[config.mk]
export PLATFORM = sky130hd
export DESIGN_NAME = dram_refresh_seq
export DESIGN_NICKNAME = d
export VERILOG_FILES = /design/src/rtl/dram_seq_pkg.sv /design/src/rtl/dram_seq_ctrl.sv /design/src/rtl/dram_seq_datapath.sv /design/src/rtl/dram_refresh_seq.sv
export SDC_FILE = /design/constraint.sdc
export NUM_CORES = 1
export LEC_CHECK = 0
export BUFFER_PORTS_ARGS = -buffer_cell sky130_fd_sc_hd__buf_2
export CAP_MARGIN = 20
export CORE_MARGIN = 8
export CORE_UTILIZATION = 46
export CTS_CLUSTER_SIZE = 30
export DETAILED_ROUTE_END_ITERATION = 10
export GPL_ROUTABILITY_DRIVEN = 0
export GPL_TIMING_DRIVEN = 0
export PLACE_DENSITY_LB_ADDON = 0.05
export REMOVE_ABC_BUFFERS = 1
export SETUP_SLACK_MARGIN = 0.15
export SLEW_MARGIN = 20
export SYNTH_ARGS = -nofsm -noshare
export SYNTH_HDL_FRONTEND = slang
export SYNTH_SLANG_ARGS = --single-unit
[constraint.sdc]
create_clock -name clk -period 3.07 [get_ports clk]
set_clock_uncertainty 0.2 [all_clocks]
set_input_delay 0.1535 -clock clk [delete_from_list [all_inputs] [get_ports clk]]
set_output_delay 0.1535 -clock clk [all_outputs]
set_load 0.02 [all_outputs]
[src/rtl/dram_seq_pkg.sv]
package dram_seq_pkg;
  // strobes from control to datapath
  typedef struct packed {
    logic rasEnable;  // registered gate for access row strobe
    logic refRas;     // refresh drives row strobe
    logic refCas;     // refresh drives column strobe
    logic colPhase;   // access has reached column address phase
    logic dramAck;    // access has reached column strobe / acknowledge phase
  } seqStrobes_t;
endpackage

[src/rtl/dram_seq_ctrl.sv]
module dram_seq_ctrl
  import dram_seq_pkg::*;
#(
  parameter int RAS_CLKS = 2,
  parameter int PRE_CLKS = 1,
  localparam int RS_LAST = 1 + RAS_CLKS + PRE_CLKS,
  localparam int RS_W = $clog2(RS_LAST + 1)
) (
  input  logic            clk,
  input  logic            rstN,
  input  logic            strobeN,
  input  logic            dramSel,
  input  logic            refreshReq,
  output seqStrobes_t     strobes,
  output logic [RS_W-1:0] rsState
);
  localparam logic [RS_W-1:0] RS_IDLE  = '0;
  localparam logic [RS_W-1:0] RS_FIRST = RS_W'(1);
  localparam logic [RS_W-1:0] RAS_BEG  = RS_W'(2);
  localparam logic [RS_W-1:0] RAS_END  = RS_W'(1 + RAS_CLKS);
  localparam logic [RS_W-1:0] RS_END   = RS_W'(RS_LAST);

  logic [RS_W-1:0] rs;
  logic            rasEn;
  logic            refPend;
  logic [1:0]      accStep;
  logic            accDone;

  logic busAct, accActive, startRef, ackNow, reEnable;

  always_comb begin
    busAct    = !strobeN && dramSel;
    accActive = busAct && rasEn;
    ackNow    = accActive && (accStep == 2'd2);
    startRef  = (rs == RS_IDLE) && refPend && (!busAct || accDone);
    reEnable  = !accDone || !busAct;
  end

  always_ff @(posedge clk) begin
    if (!rstN) begin
      rs      <= RS_IDLE;
      rasEn   <= 1'b1;
      refPend <= 1'b0;
      accStep <= 2'd0;
      accDone <= 1'b0;
    end else begin
      refPend <= (refPend && !startRef) || refreshReq;

      if (startRef) begin
        rs    <= RS_FIRST;
        rasEn <= 1'b0;
      end else if (rs == RS_END) begin
        rs    <= RS_IDLE;
        rasEn <= reEnable;
      end else if (rs != RS_IDLE) begin
        rs <= rs + 1'b1;
      end else if (!rasEn) begin
        rasEn <= reEnable;
      end

      if (!accActive || startRef) accStep <= 2'd0;
      else if (accStep != 2'd2)   accStep <= accStep + 2'd1;

      if (!busAct)     accDone <= 1'b0;
      else if (ackNow) accDone <= 1'b1;
    end
  end

  always_comb begin
    strobes.rasEnable = rasEn;
    strobes.refCas    = (rs >= RS_FIRST) && (rs <= RAS_END);
    strobes.refRas    = (rs >= RAS_BEG) && (rs <= RAS_END);
    strobes.colPhase  = (accStep != 2'd0);
    strobes.dramAck   = (accStep == 2'd2);
    rsState           = rs;
  end
endmodule

[src/rtl/dram_seq_datapath.sv]
module dram_seq_datapath
  import dram_seq_pkg::*;
#(
  parameter int ADDR_W = 10
) (
  input  logic              strobeN,
  input  logic              dramSel,
  input  logic              romSel,
  input  logic [ADDR_W-1:0] rowAddr,
  input  logic [ADDR_W-1:0] colAddr,
  input  seqStrobes_t       strobes,
  output logic              rasN,
  output logic              casN,
  output logic              rowColSel,
  output logic [ADDR_W-1:0] memAddr,
  output logic              dtackN
);
  logic accLive, romAck, dramAckLive;

  always_comb begin
    accLive     = !strobeN && dramSel && strobes.rasEnable;
    romAck      = !strobeN && romSel;
    dramAckLive = accLive && strobes.dramAck;
    rasN        = !(accLive || strobes.refRas);
    casN        = !(dramAckLive || strobes.refCas);
    rowColSel   = accLive && strobes.colPhase;
    memAddr     = rowColSel ? colAddr : rowAddr;
    dtackN      = !(romAck || dramAckLive);
  end
endmodule

[src/rtl/dram_refresh_seq.sv]
module dram_refresh_seq
  import dram_seq_pkg::*;
#(
  parameter int ADDR_W   = 10,
  parameter int RAS_CLKS = 2,
  parameter int PRE_CLKS = 1,
  localparam int RS_W = $clog2(2 + RAS_CLKS + PRE_CLKS)
) (
  input  logic              clk,
  input  logic              rstN,
  input  logic              strobeN,
  input  logic              dramSel,
  input  logic              romSel,
  input  logic              refreshReq,
  input  logic [ADDR_W-1:0] rowAddr,
  input  logic [ADDR_W-1:0] colAddr,
  output logic              rasN,
  output logic              casN,
  output logic              rowColSel,
  output logic [ADDR_W-1:0] memAddr,
  output logic              dtackN
);
  seqStrobes_t     strobes;
  logic [RS_W-1:0] rsState;

  dram_seq_ctrl #(.RAS_CLKS(RAS_CLKS), .PRE_CLKS(PRE_CLKS)) u_ctrl (
    .clk(clk), .rstN(rstN), .strobeN(strobeN), .dramSel(dramSel),
    .refreshReq(refreshReq), .strobes(strobes), .rsState(rsState)
  );

  dram_seq_datapath #(.ADDR_W(ADDR_W)) u_dp (
    .strobeN(strobeN), .dramSel(dramSel), .romSel(romSel),
    .rowAddr(rowAddr), .colAddr(colAddr), .strobes(strobes),
    .rasN(rasN), .casN(casN), .rowColSel(rowColSel),
    .memAddr(memAddr), .dtackN(dtackN)
  );
endmodule

# Word-level counts from Yosys, hierarchy flattened
# Cells that the tools add are included.
# totals
reg_bits	8
inputBits	26
output_inout_bits	14
word_cells	56
# op_classes
addsub	2
order_cmp	3
eq_ne	4
mux	8
n_bitwise	1
reduce_logical	32
# op_table
operator	n
1-bit logical AND	10
10-bit two-way mux	1
1-bit logical NOT	8
1-bit logical OR	7
1-bit two-way mux	7
3-bit nonzero test	2
3-bit by 1-bit adder with 3-bit output (second input constant)	1
3-bit == test (second input constant)	1
3-bit by 1-bit >= comparator with 1-bit output (second input constant)	1
3-bit by 2-bit >= comparator with 1-bit output (second input constant)	1
3-bit by 2-bit <= comparator with 1-bit output (second input constant)	1
3-bit logical NOT	1
3-bit by 1-bit != test with 1-bit output (second input constant)	1
3-bit OR reduction	1
2-bit by 1-bit adder with 2-bit output (second input constant)	1
2-bit == test (second input constant)	1
2-bit != test (second input constant)	1
2-bit AND reduction	1
2-bit nonzero test	1
2-bit OR reduction	1
1-bit NOT	1

# Logic depth before layout (Yosys ltp)
# Gate-level depths: netlist of run 1.
# logic_depth
word_depth	8
depth_mapped	5

# Cells and area by module
# Synthesis of run 1 repeated with hierarchy kept, for this count alone.
# unflattened
hier_cells	75
hier_area_um2	716.9
# modules_own_cells
module	n_inst	cells_each	area_each_um2	seq_area_each_um2
dram_seq_ctrl	1	57	500.5	160.2
dram_seq_datapath	1	18	216.5	0.0

# Worst setup path before layout of run 1
# OpenSTA, ideal clock, no wires.
# synth_path
path_type	register to output
from	register u_ctrl.rs[0] (netlist: u_ctrl.rsState[0])
to	output casN
arrival_time_ns	1.250
path_slack_ns	1.466
path_stages_with_launch	5
path_buffers	0
cell_sequence	dfxtp_1 ha_1 ha_1 nor2_1 a2bb2oi_1
# synth_via
elab_chain_cells	4
# synth_rtl
element	line	text
from (decl)	dram_seq_ctrl.sv:23	logic [RS_W-1:0] rs;
from (signal assigned)	dram_seq_ctrl.sv:56	rs <= rs + 1'b1;
3-bit by 1-bit >= comparator with 1-bit output / 3-bit by 2-bit <= comparator with 1-bit output (equally long branches)	dram_seq_ctrl.sv:71	strobes.refCas = (rs >= RS_FIRST) && (rs <= RAS_END);
1-bit logical AND *	dram_seq_ctrl.sv:71	
1-bit logical OR *	dram_seq_datapath.sv:25	casN = !(dramAckLive || strobes.refCas);
1-bit logical NOT *	dram_seq_datapath.sv:25	
to (decl)	dram_refresh_seq.sv:18	output logic casN,
# Every way passes the cells marked *; elsewhere a longest branch is shown, timed or not.

# Worst setup path in the final report of run 1
# layout_path
from	register u_ctrl.accStep[0]
to	output memAddr[9]
# layout_via
elab_chain_cells	3
# layout_rtl
element	line	text
from (decl)	dram_seq_ctrl.sv:26	logic [1:0] accStep;
from (signal assigned)	dram_seq_ctrl.sv:62	else if (accStep != 2'd2) accStep <= accStep + 2'd1;
2-bit nonzero test	dram_seq_ctrl.sv:73	strobes.colPhase = (accStep != 2'd0);
1-bit logical AND	dram_seq_datapath.sv:26	rowColSel = accLive && strobes.colPhase;
10-bit two-way mux	dram_seq_datapath.sv:27	memAddr = rowColSel ? colAddr : rowAddr;
to (decl)	dram_refresh_seq.sv:20	output logic [ADDR_W-1:0] memAddr,
# No other way between the ends.

==> flow_metrics.tcl, run 1 <==
set metrics [dict create \
    status "finished, final reports clean" \
    critPathKind "flip-flop to output pin" \
    ant_nets 0 \
    setup_tns_ns 0 \
    vias 645 \
    holdCritStartpoint "dramSel" \
    final_cell_area_sq_um 942.2 \
    setup_slack_ns 0.9644 \
    ctsLongestPathBuffers 2 \
    r2r_slack_ns 1.47 \
    synthSimpleGateAreaFrac_pct 22.84 \
    regToRegStartpoint "u_ctrl.rsState[0]" \
    grtUsageMet1_pct 12.15 \
    syn_inst 70 \
    synth_area_leaders "dfxtp_1 23%, mux2_4 19%, ha_1 14%" \
    slew_viol_final 0 \
    top_usage_layer "met2" \
    cts_root_buf "clkbuf_4" \
    holdPathEnd "u_ctrl.rasEn" \
    die_y_um 54.89 \
    seq_area_frac_synth_pct 23.02 \
    antennaDiodeCount 0 \
    crit_path_start_kind "flip-flop" \
    cts.sinks 8 \
    max_freq_mhz 474.9 \
    ff2ff_path_depth 5 \
    routed_wirelength_um 1758 \
    worst_pin_slew_ns 0.3948 \
    leakagePower_nw 0.4663 \
    viasPerCell 5.000 \
    min_period_over_period_pct 68.59 \
    wl_per_cell_um 13.63 \
    start_util_pct 47.85 \
    cap_viol_max_count 0 \
    ctsResizeCount 0 \
    use_met3_pct 4.545 \
    syn_avg_cell_area_sq_um 9.938 \
    hold_path.class "input pin to flip-flop" \
    cts-buffers-inserted 3 \
    clkTransAtPathRegs_ns 0.05 \
    multi_input_area_sq_um 505.5 \
    grt_max_degree 12 \
    synthMuxAreaShare_pct 22.48 \
    drt_iter0_markers 2 \
    power_density_nw_per_um2 425.2 \
    grt_pass1_wl_um 2815 \
    slew_headroom_pct 73.62 \
    synth_top_cell_area_share_pct 23.02 \
    synthArstFlopShare_pct 0 \
    synth_cell_types 27 \
    worstReg2RegEnd "u_ctrl.rsState[0]" \
    ioPinCount 40 \
    min_path_cells 4 \
    antenna_found_initial 0 \
    worstPathRequired_ns 2.72 \
    grtUsageTotal_pct 12.43 \
    cp-end-kind "output pin" \
    die_w_um 54.89 \
    tritoncts "done" \
    cts.htree.levels 1 \
    synthToLayoutAreaGrowth_pct 35.43 \
    rsz0062_at_grt "no" \
    finalHoldViolCount 0 \
    die_area_sq_um 3013 \
    clkLatencyLatePin_ns 0.25 \
    cp.arrival_ns 1.75 \
    synth_flop_cell "dfxtp_1" \
    post_cts.repair.setup_buffers 0 \
    grt_pass1_vias 665 \
    dp_slack_ns 1.216 \
    synth_fa_ha_area_share_pct 14.39 \
    first_pass_iters 3 \
    synth.largest_area_cell "dfxtp_1" \
    synth_enable_flop_cells 0 \
    core-area_sq_um 1454 \
    syn_area_sq_um 695.7 \
    dpl_cell_area_sq_um 899.6 \
    synth_warnings 0 \
    max-vdd-ir-drop_mv 0.3423 \
    drc 0 \
    row_count 14 \
    setup_violations 0 \
    drive_above_1_share_pct 50.44 \
    portBuffers 39 \
    synth_xor_area_share_pct 1.259 \
    finalCriticalPeriod_ns 2.106 \
    ys_ff_latch 8 \
    seqCellArea_sq_um 160.2 \
    synth_top_family_by_area "simple AND/OR/NAND/NOR gates" \
    use_met2_pct 24.34 \
    synth_compound_area_share_pct 11.69 \
    dp_hpwl_um 1504 \
    gr-total-overflow 0 \
    nets 149 \
    worstPathMaxFanout 11 \
    n_fill_cell 140 \
]
layer usage:
layer  share of wire [%]  wire, um  vias up
li1                    -         -      338
met1                  33       583      285
met2                  55       967       20
met3                  11       202        2
met4                0.28         5        0
met5                   0         0        -
critical path: stages (launching register included):
cell	delay [ns]
dfxtp_1	0.33
inv_1	0.06
ha_1	0.22
nor2_4	0.35
mux2_2	0.37
buf_2	0.16
sequential cells by signal (all words and copies together), names as in the netlist:
signal	flops
u_ctrl.refPend	1
u_ctrl.rsState	3
u_ctrl.rasEn	1
u_ctrl.accStep	2
u_ctrl.accDone	1
how the worst max path moves through the flow:
stage / cells after the start / slack (ns) / to / start
finish: 5 / 0.96 / memAddr[9] / u_ctrl.accStep[0]
global route: 5 / 0.86 / memAddr[9] / u_ctrl.accStep[0]
global placement: 5 / 1.24 / memAddr[9] / u_ctrl.accStep[0]
detailed placement: 5 / 1.22 / memAddr[9] / u_ctrl.accStep[0]
floorplan: 4 / 1.30 / memAddr[9] / u_ctrl.accStep[0]
CTS: 5 / 0.94 / memAddr[9] / u_ctrl.accStep[0]
through the flow:
step                util (%)  hold WS [ns]  instances  power [W]
finish                 64.80        0.1295        129  0.0004006
global route           64.80        0.1643        129  0.0004382
CTS                    64.80        0.1232        129  0.0004067
detailed placement     61.88        0.1772        124  0.0003268
global placement       61.88        0.1559        124  0.0003230
floorplan                  -       0.02533         69  0.0002665
cells in the mapped netlist, types with 2 or more instances:
cell type  number
o21a_1          2
dfxtp_1         8
o211ai_1        3
mux2_4          9
inv_1           5
nand3b_1        3
nor3b_1         2
nand2_1         3
a21oi_1         4
nand3_1         2
and2b_2         2
nor2_1          4
ha_1            8
o21ai_0         2
where the power goes:
part	total (W)	internal [W]	switching, W
Sequential	0.000133	0.000116	0.0000173
Combinational	0.000191	0.0000895	0.000102
Clock	0.0000760	0.0000444	0.0000315
cell usage in the layout, fill, tap and decap left out:
master / instances
nand3_1: 2
o21ai_1: 1
a21oi_1: 4
o21a_1: 2
mux2_4: 9
and3b_2: 1
o211ai_1: 3
xor2_1: 1
a2bb2oi_1: 1
nand2b_1: 1
buf_2: 39
nand2_1: 3
nand3b_4: 1
and2b_2: 2
mux2_2: 1
o21ai_0: 2
and3b_1: 1
nor2_1: 4
dfxtp_1: 8
nor2_4: 1
inv_1: 5
clkbuf_4: 3
nor3_1: 1
nor4_1: 1
nand3b_1: 3
ha_1: 8
mux2i_1: 1
dlygate4sd3_1: 2
nor3b_1: 2
final cells by class:
type,instances,share of cell area (%)
multi-input cells,56,53.65
repair buffers,41,22.84
flip-flops and latches,8,17.00
clock buffers,3,2.390
well taps,16,2.125
inverters,5,1.992
cell families (layout without fill, tap and decap cells):
kind of cell,Yosys count,in the layout
flip-flops,8,8
AND/OR/NAND/NOR,23,23
adder cells (fa/ha/maj),8,8
buffers and inverters,6,49
multiplexers,11,11
AO/OA/AOI/OAI,13,13
XOR/XNOR,1,1
repair_timing:
action | 4_1_cts | 5_1_grt
hold buffers | 2 | 0
endpoints found under the setup margin | 0 | 0
hold endpoints to repair | 3 | 0
Note: power is estimated with default switching activity, not from simulation.
==> inputs of run 2 (changes only) <==
--- a/config.mk
+++ b/config.mk
@@ -8,7 +8,7 @@
 export BUFFER_PORTS_ARGS = -buffer_cell sky130_fd_sc_hd__buf_2
 export CAP_MARGIN = 20
 export CORE_MARGIN = 8
-export CORE_UTILIZATION = 46
+export CORE_UTILIZATION = 38
 export CTS_CLUSTER_SIZE = 30
 export DETAILED_ROUTE_END_ITERATION = 10
 export GPL_ROUTABILITY_DRIVEN = 0
==> constraint.sdc (replaced) <==
create_clock -name clk -period 1.8 [get_ports clk]
set_clock_uncertainty 0.2 [all_clocks]
set_input_delay 0.09 -clock clk [delete_from_list [all_inputs] [get_ports clk]]
set_output_delay 0.09 -clock clk [all_outputs]
set_load 0.02 [all_outputs]
==> flow_metrics.tcl, run 2 (synthesized netlist as in run 1, its figures left out) <==
set metrics [dict create \
    largest_register_ffs 3 \
    max-vdd-ir-drop_mv 0.5250 \
    critPathSlowestCell "dfxtp_2" \
    wl_per_cell_um 14.43 \
    crit_path_start "u_ctrl.accStep[1]" \
    dp_hpwl_um 1515 \
    met1_length_um 771 \
    worstReg2RegEnd "u_ctrl.accStep[1]" \
    row_count 15 \
    vias 697 \
    cts.sinks 8 \
    rsz0062_at_grt "yes" \
    drive_above_1_share_pct 70.25 \
    cts-buffers-inserted 3 \
    grt_pass1_vias 732 \
    wl_met2_um 1205 \
    worstPathMaxFanout 6 \
    regToRegStartpoint "u_ctrl.rsState[0]" \
    power_density_nw_per_um2 720.9 \
    grt_pass1_wl_um 3070 \
    antenna_found_initial 0 \
    dpl_cell_area_sq_um 910.9 \
    layout_commonest_cell "buf_2" \
    ctsLongestPathBuffers 2 \
    cp.depth 6 \
    worstPathRequired_ns 1.51 \
    final_cell_area_sq_um 1220 \
    clkLatencyLatePin_ns 0.26 \
    drc 0 \
    path_cells "inv_2 -> ha_4 -> nor2_4 -> buf_6 -> mux2_4 -> buf_6" \
    cp.arrival_ns 1.50 \
    cpPeakStageDelay_ns 0.33 \
    slew_headroom_pct 74.80 \
    synthToLayoutAreaGrowth_pct 75.36 \
    ioPinCount 40 \
    grtUsageTotal_pct 11.33 \
    power_w 0.0008795 \
    hold_path.class "input pin to flip-flop" \
    first_pass_iters 4 \
    min_period_over_period_pct 99.67 \
    routed_wirelength_um 2107 \
    start_util_pct 40.29 \
    r2r_slack_ns 0.28 \
    tritoncts "done" \
    worst_pin_slew_ns 0.3771 \
    die_y_um 58.79 \
    ff2ff_path_depth 5 \
    worstSetupEndpoint "memAddr[1]" \
    status "finished, final reports clean" \
    crit_buf_inv 3 \
    setup_violations 0 \
    leakagePower_nw 0.5499 \
    cap_viol_max_count 0 \
    met3WireLength_um 116 \
    final_cell_mix "27 x buf_2, 14 x buf_6, 10 x mux2_4" \
    nets 157 \
    cts_root_buf "clkbuf_4" \
    dp_slack_ns -0.01329 \
    core-area_sq_um 1727 \
    finalCriticalPeriod_ns 1.794 \
    cpMostUsedCell "buf_6" \
    viasPerCell 4.774 \
    gr-total-overflow 0 \
    clkTransAtPathRegs_ns 0.06 \
    critPathKind "flip-flop to output pin" \
    finalHoldViolCount 0 \
    grt_max_degree 9 \
    antennaDiodeCount 0 \
    drt_iter0_markers 7 \
    crit_path_start_kind "flip-flop" \
    cts.htree.levels 1 \
    die_w_um 58.79 \
    die_area_sq_um 3456 \
    portBuffers 39 \
    ant_nets 0 \
    setup_slack_ns 0.005890 \
    cp_top_family "flip-flops" \
    max_freq_mhz 557.4 \
    cp-end-kind "output pin" \
    top_layer_used "met4" \
    slew_viol_final 0 \
]
[run 2: cell count changes in the layout (fill, tap and decap cells not counted), sizes merged]
| cell | previous run | this run |
|---|---|---|
| buf | 39 | 46 |
| dlygate4sd3 | 2 | 3 |
[run 2: timing repair]
item                                    CTS  global route
endpoints found under the setup margin   13            17
buffers inserted                          7             0
hold endpoints to repair                  7             0
gates cloned                              0             0
pin swaps                                 4             4
hold buffers                              3             0
gates resized for setup                  45            12
[run 2: area by class of cell]
| type | instances | area [sq um] |
|---|---|---|
| multi-input cells | 56 | 599.3 |
| inverters | 5 | 18.77 |
| well taps | 25 | 31.28 |
| clock buffers | 3 | 22.52 |
| flip-flops and latches | 8 | 175.2 |
| repair buffers | 49 | 372.9 |
| fillers | 154 | 506.7 |
[run 2: routing by layer]
| metal | up-vias | GRT usage (%) |
|---|---|---|
| met2 | 16 | 20.87 |
| met4 | 0 | 5.119 |
| met1 | 326 | 10.91 |
| met5 | - | 0 |
| met3 | 2 | 4.130 |
| li1 | 353 | - |
[run 2: worst min path at each step]
stage | startpoint | to | cells past startpoint | slack (ns)
2_1_floorplan | rstN | u_ctrl.rasEn | 1 | -0.04
3_3_place_gp | refreshReq | u_ctrl.refPend | 3 | 0.10
3_5_place_dp | refreshReq | u_ctrl.refPend | 3 | 0.11
4_1_cts | dramSel | u_ctrl.rasEn | 4 | 0.05
5_1_grt | dramSel | u_ctrl.rasEn | 4 | 0.09
6_report | dramSel | u_ctrl.rasEn | 4 | 0.05
[run 2: worst register-to-register path: stages (launching register included)]
cell	delay [ns]
dfxtp_4	0.36
inv_1	0.11
ha_2	0.26
nand3b_1	0.16
o211ai_1	0.25
nor2_1	0.07
[run 2: per-stage QoR]
step	TNS, ns	std cells	util (%)	hold slack (ns)
2_1_floorplan	0	69	-	-0.03817
3_5_place_dp	-0.01329	133	52.75	0.1070
6_report	0	146	70.65	0.05342
5_1_grt	-0.3352	146	70.65	0.09348
3_3_place_gp	0	133	52.75	0.1001
4_1_cts	0	146	67.75	0.04721
[run 2: power breakdown]
group / switching, W / internal (W)
sequential: 0.0000312 / 0.000204
clock: 0.0000693 / 0.0000769
combinational: 0.000232 / 0.000266
